$ cat src/rtl/sbp_pkg.sv
package sbp_pkg;
    typedef enum logic [1:0] {
        ST_LOCKED = 2'd0,
        ST_IDLE   = 2'd1,
        ST_SHIFT  = 2'd2
    } sbp_state_e;
endpackage

$ cat src/rtl/sbp_sync.sv
module sbp_sync #(
    parameter int               WIDTH   = 1,
    parameter int               STAGES  = 2,
    parameter logic [WIDTH-1:0] RST_VAL = '0
) (
    input  logic             clk,
    input  logic             rst_n,
    input  logic [WIDTH-1:0] d,
    output logic [WIDTH-1:0] level,
    output logic [WIDTH-1:0] rise,
    output logic [WIDTH-1:0] fall
);
    logic [STAGES-1:0][WIDTH-1:0] stg_q;
    logic [WIDTH-1:0]             prev_q;

    always_ff @(posedge clk or negedge rst_n) begin
        if (!rst_n) begin
            stg_q  <= {STAGES{RST_VAL}};
            prev_q <= RST_VAL;
        end else begin
            stg_q  <= {stg_q[STAGES-2:0], d};
            prev_q <= stg_q[STAGES-1];
        end
    end

    assign level = stg_q[STAGES-1];
    assign rise  = level & ~prev_q;
    assign fall  = ~level & prev_q;
endmodule

$ cat src/rtl/sbp_rx.sv
module sbp_rx #(
    parameter int DATA_W = 8
) (
    input  logic              clk,
    input  logic              rst_n,
    input  logic              start,
    input  logic              shift_en,
    input  logic              bit_in,
    output logic              byte_done,
    output logic              rx_valid,
    output logic [DATA_W-1:0] rx_data,
    output logic              rx_first
);
    localparam int CNT_W = $clog2(DATA_W);
    localparam logic [CNT_W-1:0] LAST = CNT_W'(DATA_W - 1);

    logic [DATA_W-1:0] sh_q;
    logic [CNT_W-1:0]  cnt_q;
    logic              first_q;

    assign byte_done = shift_en && !start && (cnt_q == LAST);

    always_ff @(posedge clk or negedge rst_n) begin
        if (!rst_n) begin
            sh_q     <= '0;
            cnt_q    <= '0;
            first_q  <= 1'b1;
            rx_valid <= 1'b0;
            rx_data  <= '0;
            rx_first <= 1'b0;
        end else begin
            rx_valid <= 1'b0;
            if (start) begin
                cnt_q   <= '0;
                first_q <= 1'b1;
            end else if (shift_en) begin
                sh_q <= {sh_q[DATA_W-2:0], bit_in};
                if (cnt_q == LAST) begin
                    cnt_q    <= '0;
                    rx_valid <= 1'b1;
                    rx_data  <= {sh_q[DATA_W-2:0], bit_in};
                    rx_first <= first_q;
                    first_q  <= 1'b0;
                end else begin
                    cnt_q <= cnt_q + 1'b1;
                end
            end
        end
    end

    // a received-byte strobe never lasts more than one cycle
    p_valid_pulse_r4: assert property (@(posedge clk) disable iff (!rst_n)
        rx_valid |=> !rx_valid);

    // framing restarts at a chip-select fall
    p_frame_restart_r6: assert property (@(posedge clk) disable iff (!rst_n)
        start |=> (cnt_q == '0) && first_q);
endmodule

$ cat src/rtl/sbp_tx.sv
module sbp_tx #(
    parameter int DATA_W = 8
) (
    input  logic              clk,
    input  logic              rst_n,
    input  logic              load_now,
    input  logic              load_next,
    input  logic              shift_en,
    input  logic [DATA_W-1:0] tx_data,
    output logic              sdo_bit
);
    logic [DATA_W-1:0] sh_q;
    logic [DATA_W-1:0] hold_q;
    logic              pend_q;

    always_ff @(posedge clk or negedge rst_n) begin
        if (!rst_n) begin
            sh_q   <= '0;
            hold_q <= '0;
            pend_q <= 1'b0;
        end else if (load_now) begin
            sh_q   <= tx_data;
            pend_q <= 1'b0;
        end else begin
            if (shift_en) begin
                if (pend_q) begin
                    sh_q   <= hold_q;
                    pend_q <= 1'b0;
                end else begin
                    sh_q <= {sh_q[DATA_W-2:0], 1'b0};
                end
            end
            if (load_next) begin
                hold_q <= tx_data;
                pend_q <= 1'b1;
            end
        end
    end

    assign sdo_bit = sh_q[DATA_W-1];

    // output bit only moves on a falling serial edge or a frame load
    p_sdo_hold_r7: assert property (@(posedge clk) disable iff (!rst_n)
        (!shift_en && !load_now) |=> $stable(sdo_bit));
endmodule

$ cat src/rtl/serial_byte_port.sv
module serial_byte_port
    import sbp_pkg::*;
#(
    parameter int DATA_W      = 8,
    parameter int SYNC_STAGES = 2
) (
    input  logic              clk,
    input  logic              rst_n,
    input  logic              cs_n_pin,
    input  logic              sclk_pin,
    input  logic              sdi_pin,
    input  logic [DATA_W-1:0] tx_data,
    output logic              sdo,
    output logic              sdo_oe,
    output logic              armed,
    output logic              rx_valid,
    output logic [DATA_W-1:0] rx_data,
    output logic              rx_first
);
    localparam int PIN_N = 3;
    localparam int IX_CS = 2;
    localparam int IX_CK = 1;
    localparam int IX_DI = 0;

    logic [PIN_N-1:0] pin_lvl, pin_rise, pin_fall;
    sbp_state_e       state_q, state_d;
    logic             sel, frame_start, sclk_up, sclk_dn, byte_done, sdo_bit;

    // chip select synchronizer resets low so a select held through reset is no edge
    sbp_sync #(.WIDTH(PIN_N), .STAGES(SYNC_STAGES), .RST_VAL('0)) u_sync (
        .clk  (clk),
        .rst_n(rst_n),
        .d    ({cs_n_pin, sclk_pin, sdi_pin}),
        .level(pin_lvl),
        .rise (pin_rise),
        .fall (pin_fall)
    );

    always_ff @(posedge clk or negedge rst_n) begin
        if (!rst_n) state_q <= ST_LOCKED;
        else        state_q <= state_d;
    end

    always_comb begin
        state_d = state_q;
        unique case (state_q)
            ST_LOCKED: if (pin_fall[IX_CS]) state_d = ST_SHIFT;
            ST_IDLE:   if (pin_fall[IX_CS]) state_d = ST_SHIFT;
            ST_SHIFT:  if (pin_rise[IX_CS]) state_d = ST_IDLE;
            default:   state_d = ST_LOCKED;
        endcase
    end

    always_comb begin
        sel         = 1'b0;
        frame_start = 1'b0;
        armed       = 1'b1;
        unique case (state_q)
            ST_LOCKED: begin
                armed       = 1'b0;
                frame_start = pin_fall[IX_CS];
            end
            ST_IDLE:   frame_start = pin_fall[IX_CS];
            ST_SHIFT:  sel = !pin_rise[IX_CS];
            default:   armed = 1'b0;
        endcase
    end

    assign sclk_up = sel && pin_rise[IX_CK];
    assign sclk_dn = sel && pin_fall[IX_CK];
    assign sdo_oe  = (state_q == ST_SHIFT);
    assign sdo     = sdo_oe & sdo_bit;

    sbp_rx #(.DATA_W(DATA_W)) u_rx (
        .clk      (clk),
        .rst_n    (rst_n),
        .start    (frame_start),
        .shift_en (sclk_up),
        .bit_in   (pin_lvl[IX_DI]),
        .byte_done(byte_done),
        .rx_valid (rx_valid),
        .rx_data  (rx_data),
        .rx_first (rx_first)
    );

    sbp_tx #(.DATA_W(DATA_W)) u_tx (
        .clk      (clk),
        .rst_n    (rst_n),
        .load_now (frame_start),
        .load_next(byte_done),
        .shift_en (sclk_dn),
        .tx_data  (tx_data),
        .sdo_bit  (sdo_bit)
    );

    // once armed, only reset clears it
    p_armed_sticky_r3: assert property (@(posedge clk) disable iff (!rst_n)
        armed |=> armed);

    // nothing is delivered before the block is armed
    p_locked_silent_r2: assert property (@(posedge clk) disable iff (!rst_n)
        !armed |-> !rx_valid);

    // a byte strobe follows only a cycle spent selected
    p_valid_needs_sel_r8: assert property (@(posedge clk) disable iff (!rst_n)
        rx_valid |-> $past(state_q == ST_SHIFT));
endmodule

$ cat config.mk
export PLATFORM = sky130hd
export DESIGN_NAME = serial_byte_port
export DESIGN_NICKNAME = d
export VERILOG_FILES = /design/src/rtl/sbp_pkg.sv /design/src/rtl/sbp_sync.sv /design/src/rtl/sbp_rx.sv /design/src/rtl/sbp_tx.sv /design/src/rtl/serial_byte_port.sv
export SDC_FILE = /design/constraint.sdc
export NUM_CORES = 1
export LEC_CHECK = 0
export CAP_MARGIN = 10
export CORE_ASPECT_RATIO = 0.7
export CORE_MARGIN = 1
export CORE_UTILIZATION = 40
export CTS_CLUSTER_SIZE = 28
export DETAILED_ROUTE_END_ITERATION = 7
export MAX_ROUTING_LAYER = met4
export PLACE_DENSITY = 0.68
export REMOVE_ABC_BUFFERS = 1
export SYNTH_ARGS = -nofsm -noshare
export SYNTH_HDL_FRONTEND = slang
export SYNTH_SLANG_ARGS = --single-unit
$ cat constraint.sdc
create_clock -name clk -period 3.3 [get_ports clk]
set_input_delay 0.66 -clock clk [delete_from_list [all_inputs] [get_ports clk]]
set_output_delay 0.66 -clock clk [all_outputs]
set_load 0.1 [all_outputs]
# [Word level (Yosys, flattened, before mapping)]
# Index checks and enable logic that the tools add are counted.
[totals] ramBits=0 word_cells=64 latchBits=0 out_inout_bits=13 in_bits=13 romBits=0 mem_count=0 ff_bits=49
[classes] addsub=1 n_reduce_logical=18 div_mod_pow=0 shift=0 mul=0 n_mux=21 eq_ne=5 n_lt_le_gt_ge=0 n_bitwise=6
[ops] operator="8-bit 2-to-1 mux" count=3
[ops] operator="1-bit 2-to-1 mux" count=12
[ops] operator="3-bit 2-to-1 mux" count=3
[ops] operator="2-bit AND reduction" count=4
[ops] operator="3-bit AND" count=2
[ops] operator="3-bit inverter" count=2
[ops] operator="2-bit nonzero test" count=3
[ops] operator="1-bit logical AND" count=4
[ops] operator="2-bit 2-to-1 mux" count=2
[ops] operator="2-bit by 1-bit != test with 1-bit output, second input constant" count=2
[ops] operator="2-bit one-hot mux with 2 select lines" count=1
[ops] operator="2-bit OR reduction" count=2
[ops] operator="3-bit by 1-bit adder with 3-bit output, second input constant" count=1
[ops] operator="3-bit equality test, second input constant" count=1
[ops] operator="3-bit AND reduction" count=1
[ops] operator="3-bit nonzero test" count=1
[ops] operator="2-bit by 1-bit equality test with 1-bit output, second input constant" count=1
[ops] operator="2-bit equality test, second input constant" count=1
[ops] operator="1-bit logical NOT" count=2
[ops] operator="2-bit logical NOT" count=1
[ops] operator="1-bit AND" count=1
[ops] operator="1-bit inverter" count=1

# [Longest topological paths before layout]
[logic_depth] word_depth=9 mapped_depth=7 mapped_depth_nobuf=6

# [Modules after synthesis]
# From an unflattened synthesis, not the netlist that was laid out.
[hier_totals] cells_unflattened=158 area_unflattened_um2=2249.7
[modules_own_cells] mod="sbp_rx" instances=1 cells_each=56 seq_area_each_um2=526.8 area_per_inst_um2=918.4
[modules_own_cells] mod="sbp_tx" instances=1 cells_each=63 seq_area_each_um2=425.4 area_per_inst_um2=814.5
[modules_own_cells] mod="sbp_sync" instances=1 cells_each=18 seq_area_each_um2=225.2 area_per_inst_um2=300.3
[modules_own_cells] mod="serial_byte_port" instances=1 cells_each=21 seq_area_each_um2=50.0 area_per_inst_um2=216.5

# [Least setup slack after synthesis]
# OpenSTA, ideal clock, no wires.
[synth_timing] path_type="flip-flop to output port" start="register state_q[0]" end="output sdo" slack_ns=0.290 t_arrival_ns=2.350 required_ns=2.640 path_buffers=1 path_stages_with_launch=5 cell_sequence="dfrtp_1 -> inv_1 -> ha_1 -> buf_2 -> and2_1"
[synth_via] elab_chain_cells=2
[synth_lines] item="start, declared" line="serial_byte_port.sv:26" source="sbp_state_e state_q, state_d;"
[synth_lines] item="start signal, assigned" line="serial_byte_port.sv:41" source="else state_q <= state_d;"
[synth_lines] item="2-bit equality test" line="serial_byte_port.sv:71" source="assign sdo_oe = (state_q == ST_SHIFT);"
[synth_lines] item="net sdo_oe" line="serial_byte_port.sv:14" source="output logic sdo_oe,"
[synth_lines] item="1-bit AND" line="serial_byte_port.sv:72" source="assign sdo = sdo_oe & sdo_bit;"
[synth_lines] item="end, declared" line="serial_byte_port.sv:13" source="output logic sdo,"
# The timed path passes the listed nets, and every way through them passes these cells.

# [Worst setup path in the final report]
[layout_timing] start="register state_q[0]" end="output sdo"
[layout_via] elab_chain_cells=2
[layout_lines] item="2-bit equality test" line="serial_byte_port.sv:71"
[layout_lines] item="1-bit AND" line="serial_byte_port.sv:72"
# No other way between the ends.

==> impl_metrics.tcl <==
set metrics [dict create \
    status "finished clean" \
    critical_path_peak_fanout 9 \
    yosys.area.top_type "dfrtp_1" \
    yosys-top-cells-area "dfrtp_1 57%, mux2_2 12%, mux2_4 6.5%, mux2i_1 4.4%, ha_1 3.0%" \
    crit_path_end_kind "output port" \
    tightestPinTransition_ns 1.03 \
    slowest_delay_ns 0.40 \
    netlist_instances 150 \
    slew_viol_final 0 \
    hold_path_class "reg2reg" \
    std_cell_rows 21 \
    clock_power_share_pct 21.3 \
    antenna_found_initial 0 \
    synth-async-reset-ratio_pct 100 \
    dp_hpwl_um 2250 \
    cts_tree "yes" \
    area_growth_pct 17.4 \
    post-route-cell-area_mm2 0.00243 \
    io_buffers 25 \
    vdd_drop_max_mv 0.247 \
    timing.rr.start "state_q[0]$_DFFE_PN0P_" \
    hp-start "u_sync.stg_q[1]$_DFF_PN0_" \
    timing.rr.end "u_tx.sh_q[2]$_DFFE_PN0P_" \
    rsz0062_at_grt "no" \
    synth-edff-count 0 \
    power_per_cell_area_mw_per_mm2 680 \
    critPathSlowestCell "dfrtp_1" \
    timing.final.crit_share_pct 69.1 \
    place_area_mm2 0.00233 \
    slew_headroom_pct 31.7 \
    place.gp.congestion 0.738 \
    maxCapViolCount 0 \
    drtIter0Drc 36 \
    fillerInstances 424 \
    finClkSkew_ns 0.0101 \
    hold_depth 0 \
    clock_sinks 48 \
    grt.total_usage_pct 14.4 \
    wl_per_cell_um 13.6 \
    root_buffer "clkbuf_8" \
    yosysSeqAreaShare_pct 58.2 \
    ys_seq_elements 48 \
    postCtsResizedCells 0 \
    synth.cell_area_mm2 0.00207 \
    criticalPathCategory "reg2out" \
    hold_path_end "u_sync.level[1]$_DFF_PN0_" \
    p_switching_mw 0.598 \
    p_int_mw 1.05 \
    routed_wl_um 3360 \
    cts_buffers 5 \
    finalHoldViolCount 0 \
    nNetsFinal 195 \
    fmax_mhz 438 \
    syn_area_per_cell_um2 13.8 \
    seq_power_share_pct 45.6 \
    r2r_cells 5 \
    ant_nets 0 \
    grt_pass1_wl_um 5800 \
    cts_hold_buf 0 \
    p_leak_nw 1.20 \
    netSwitchingFraction_pct 36.2 \
    yosysTopAreaCellShare_pct 56.9 \
    vias 1194 \
    die_h_um 62.1 \
    p_comb_share_pct 33.2 \
    cp-start-kind "register" \
    post-cts-setup-buffers 0 \
    seq_area_mm2 0.00120 \
    layout_min_cycle_time_ns 2.28 \
    cp.required_ns 2.64 \
    grt-ovfl-total 0 \
    path_clk_slew_ns 0.07 \
    critPathArrivalTime_ns 1.62 \
    h-tree-depth 2 \
    drive_gt1_share_pct 34.8 \
    diodes 0 \
    grt_pass1_vias 1256 \
    multi_input_comb_area_um2 807 \
    first_pass_iters 4 \
    num_io_pins 26 \
    grt_max_degree 49 \
    start_util_pct 42.5 \
    dieWidth_um 87.9 \
    dieArea_mm2 0.00546 \
    ys.flop_type "dfrtp_1" \
    design.core.area_mm2 0.00486 \
    drc_errors 0 \
    r2r_setup_slack_ns 1.21 \
    yosysUniqueCellTypes 28 \
    synth_warnings 0 \
    setup_tns_ns 0 \
    path_cells "inv_1 -> ha_1 -> and2_1 -> buf_4" \
    clk_latency_ns 0.30 \
    cts_max_path_buffers 2 \
    finalSetupViolCount 0 \
    via_per_inst 4.83 \
]
[worst max-delay path by stage]
| stage | startpoint | end | depth (start not counted) |
|---|---|---|---|
| 2_1_floorplan | state_q[0]$_DFFE_PN0P_ | sdo | 3 |
| 3_3_place_gp | state_q[0]$_DFFE_PN0P_ | u_tx.sh_q[2]$_DFFE_PN0P_ | 5 |
| 3_5_place_dp | state_q[0]$_DFFE_PN0P_ | u_tx.sh_q[2]$_DFFE_PN0P_ | 5 |
| 4_1_cts | state_q[0]$_DFFE_PN0P_ | sdo | 4 |
| 5_1_grt | state_q[0]$_DFFE_PN0P_ | sdo | 4 |
| 6_report | state_q[0]$_DFFE_PN0P_ | sdo | 4 |
[metal layers]
metal	track usage (%)	up-vias	share of wire, %
li1	-	572	-
met1	18.3	592	48
met2	21.9	25	46
met3	3.99	5	4.5
met4	5.53	0	1.3
met5	-	-	0
[worst max-delay path: cells and delay by family (launching register included)]
kind          cells  cell delay, ns
flops             1            0.40
buf+inv           2            0.38
fa+ha+maj         1            0.37
simple gates      1            0.18
[per-stage QoR]
stage	worst slack (ns)	cells	total power [mW]	util (%)	hold WS, ns
after floorplan	0.354	143	1.19	-	0.331
final	1.02	247	1.65	49.9	0.353
after CTS	0.990	247	1.68	49.9	0.358
after detailed placement	1.19	239	1.32	48.0	0.339
after global placement	1.28	239	1.30	48.0	0.336
after global routing	0.881	247	1.77	49.9	0.362
[sequential cells by signal, summed over array words and instances (netlist names)]
register       flops
u_rx.cnt_q         3
u_sync.stg_q       3
u_tx.sh_q          8
u_rx.sh_q          7
u_sync.level       3
u_rx.rx_data       8
u_rx.first_q       1
u_sync.prev_q      2
u_tx.hold_q        8
state_q            2
u_rx.rx_first      1
u_rx.rx_valid      1
u_tx.pend_q        1
[final cells by class]
class                           instances  share of cell area (%)
Sequential cell                        48                    49.5
Timing Repair Buffer                   27                    9.38
Inverter                                3                   0.464
Tap cell                               69                    3.56
Multi-Input combinational cell         92                    33.2
Clock inverter                          2                   0.412
Clock buffer                            6                    3.40
[layout by cell type (no fill, tap or decap)]
master           instances
mux2_4                   9
ha_1                     5
nand4b_4                 1
or2_1                    1
nor2_1                   5
o21ai_0                 10
o21ai_1                  1
or2_2                    1
mux2_2                  22
clkbuf_8                 6
buf_4                   15
dfrtp_1                 47
a21o_1                   1
or3_2                    1
clkinv_2                 2
mux2i_1                  9
buf_2                    1
nand4b_1                 1
a21oi_1                  4
o22ai_1                  1
or2b_2                   1
clkdlybuf4s50_1         11
and2_1                   2
nand2_1                 13
or4b_2                   1
nor3_4                   1
dfstp_2                  1
nand3b_1                 1
inv_1                    3
a211oi_1                 1
[power by group through the flow]
stage | Clock (mW) | Sequential (mW) | Combinational, mW
detailed placement | 0 | 0.762 | 0.554
global placement | 0 | 0.758 | 0.538
CTS | 0.374 | 0.752 | 0.555
finish | 0.351 | 0.752 | 0.547
global route | 0.399 | 0.768 | 0.599
floorplan | 0 | 0.743 | 0.448
[cells by family (layout without fill, tap and decap cells)]
group           after synthesis  count (layout)  share of synthesized area [%]
flops                        48              48                           58.2
mux                          40              40                           22.9
simple gates                 29              29                           8.48
compound gates               18              18                           4.66
buf+inv                      10              38                           2.78
fa+ha+maj                     5               5                           3.03
[Yosys cell counts (2+ instances only)]
library cell,n
clkbuf_1,3
nand2_1,13
nor2_1,5
inv_1,3
mux2_4,9
buf_2,3
dfrtp_1,47
ha_1,5
mux2i_1,9
a21oi_1,4
mux2_2,22
o21ai_0,10
and2_1,2
(Power assumes the default switching activity.)
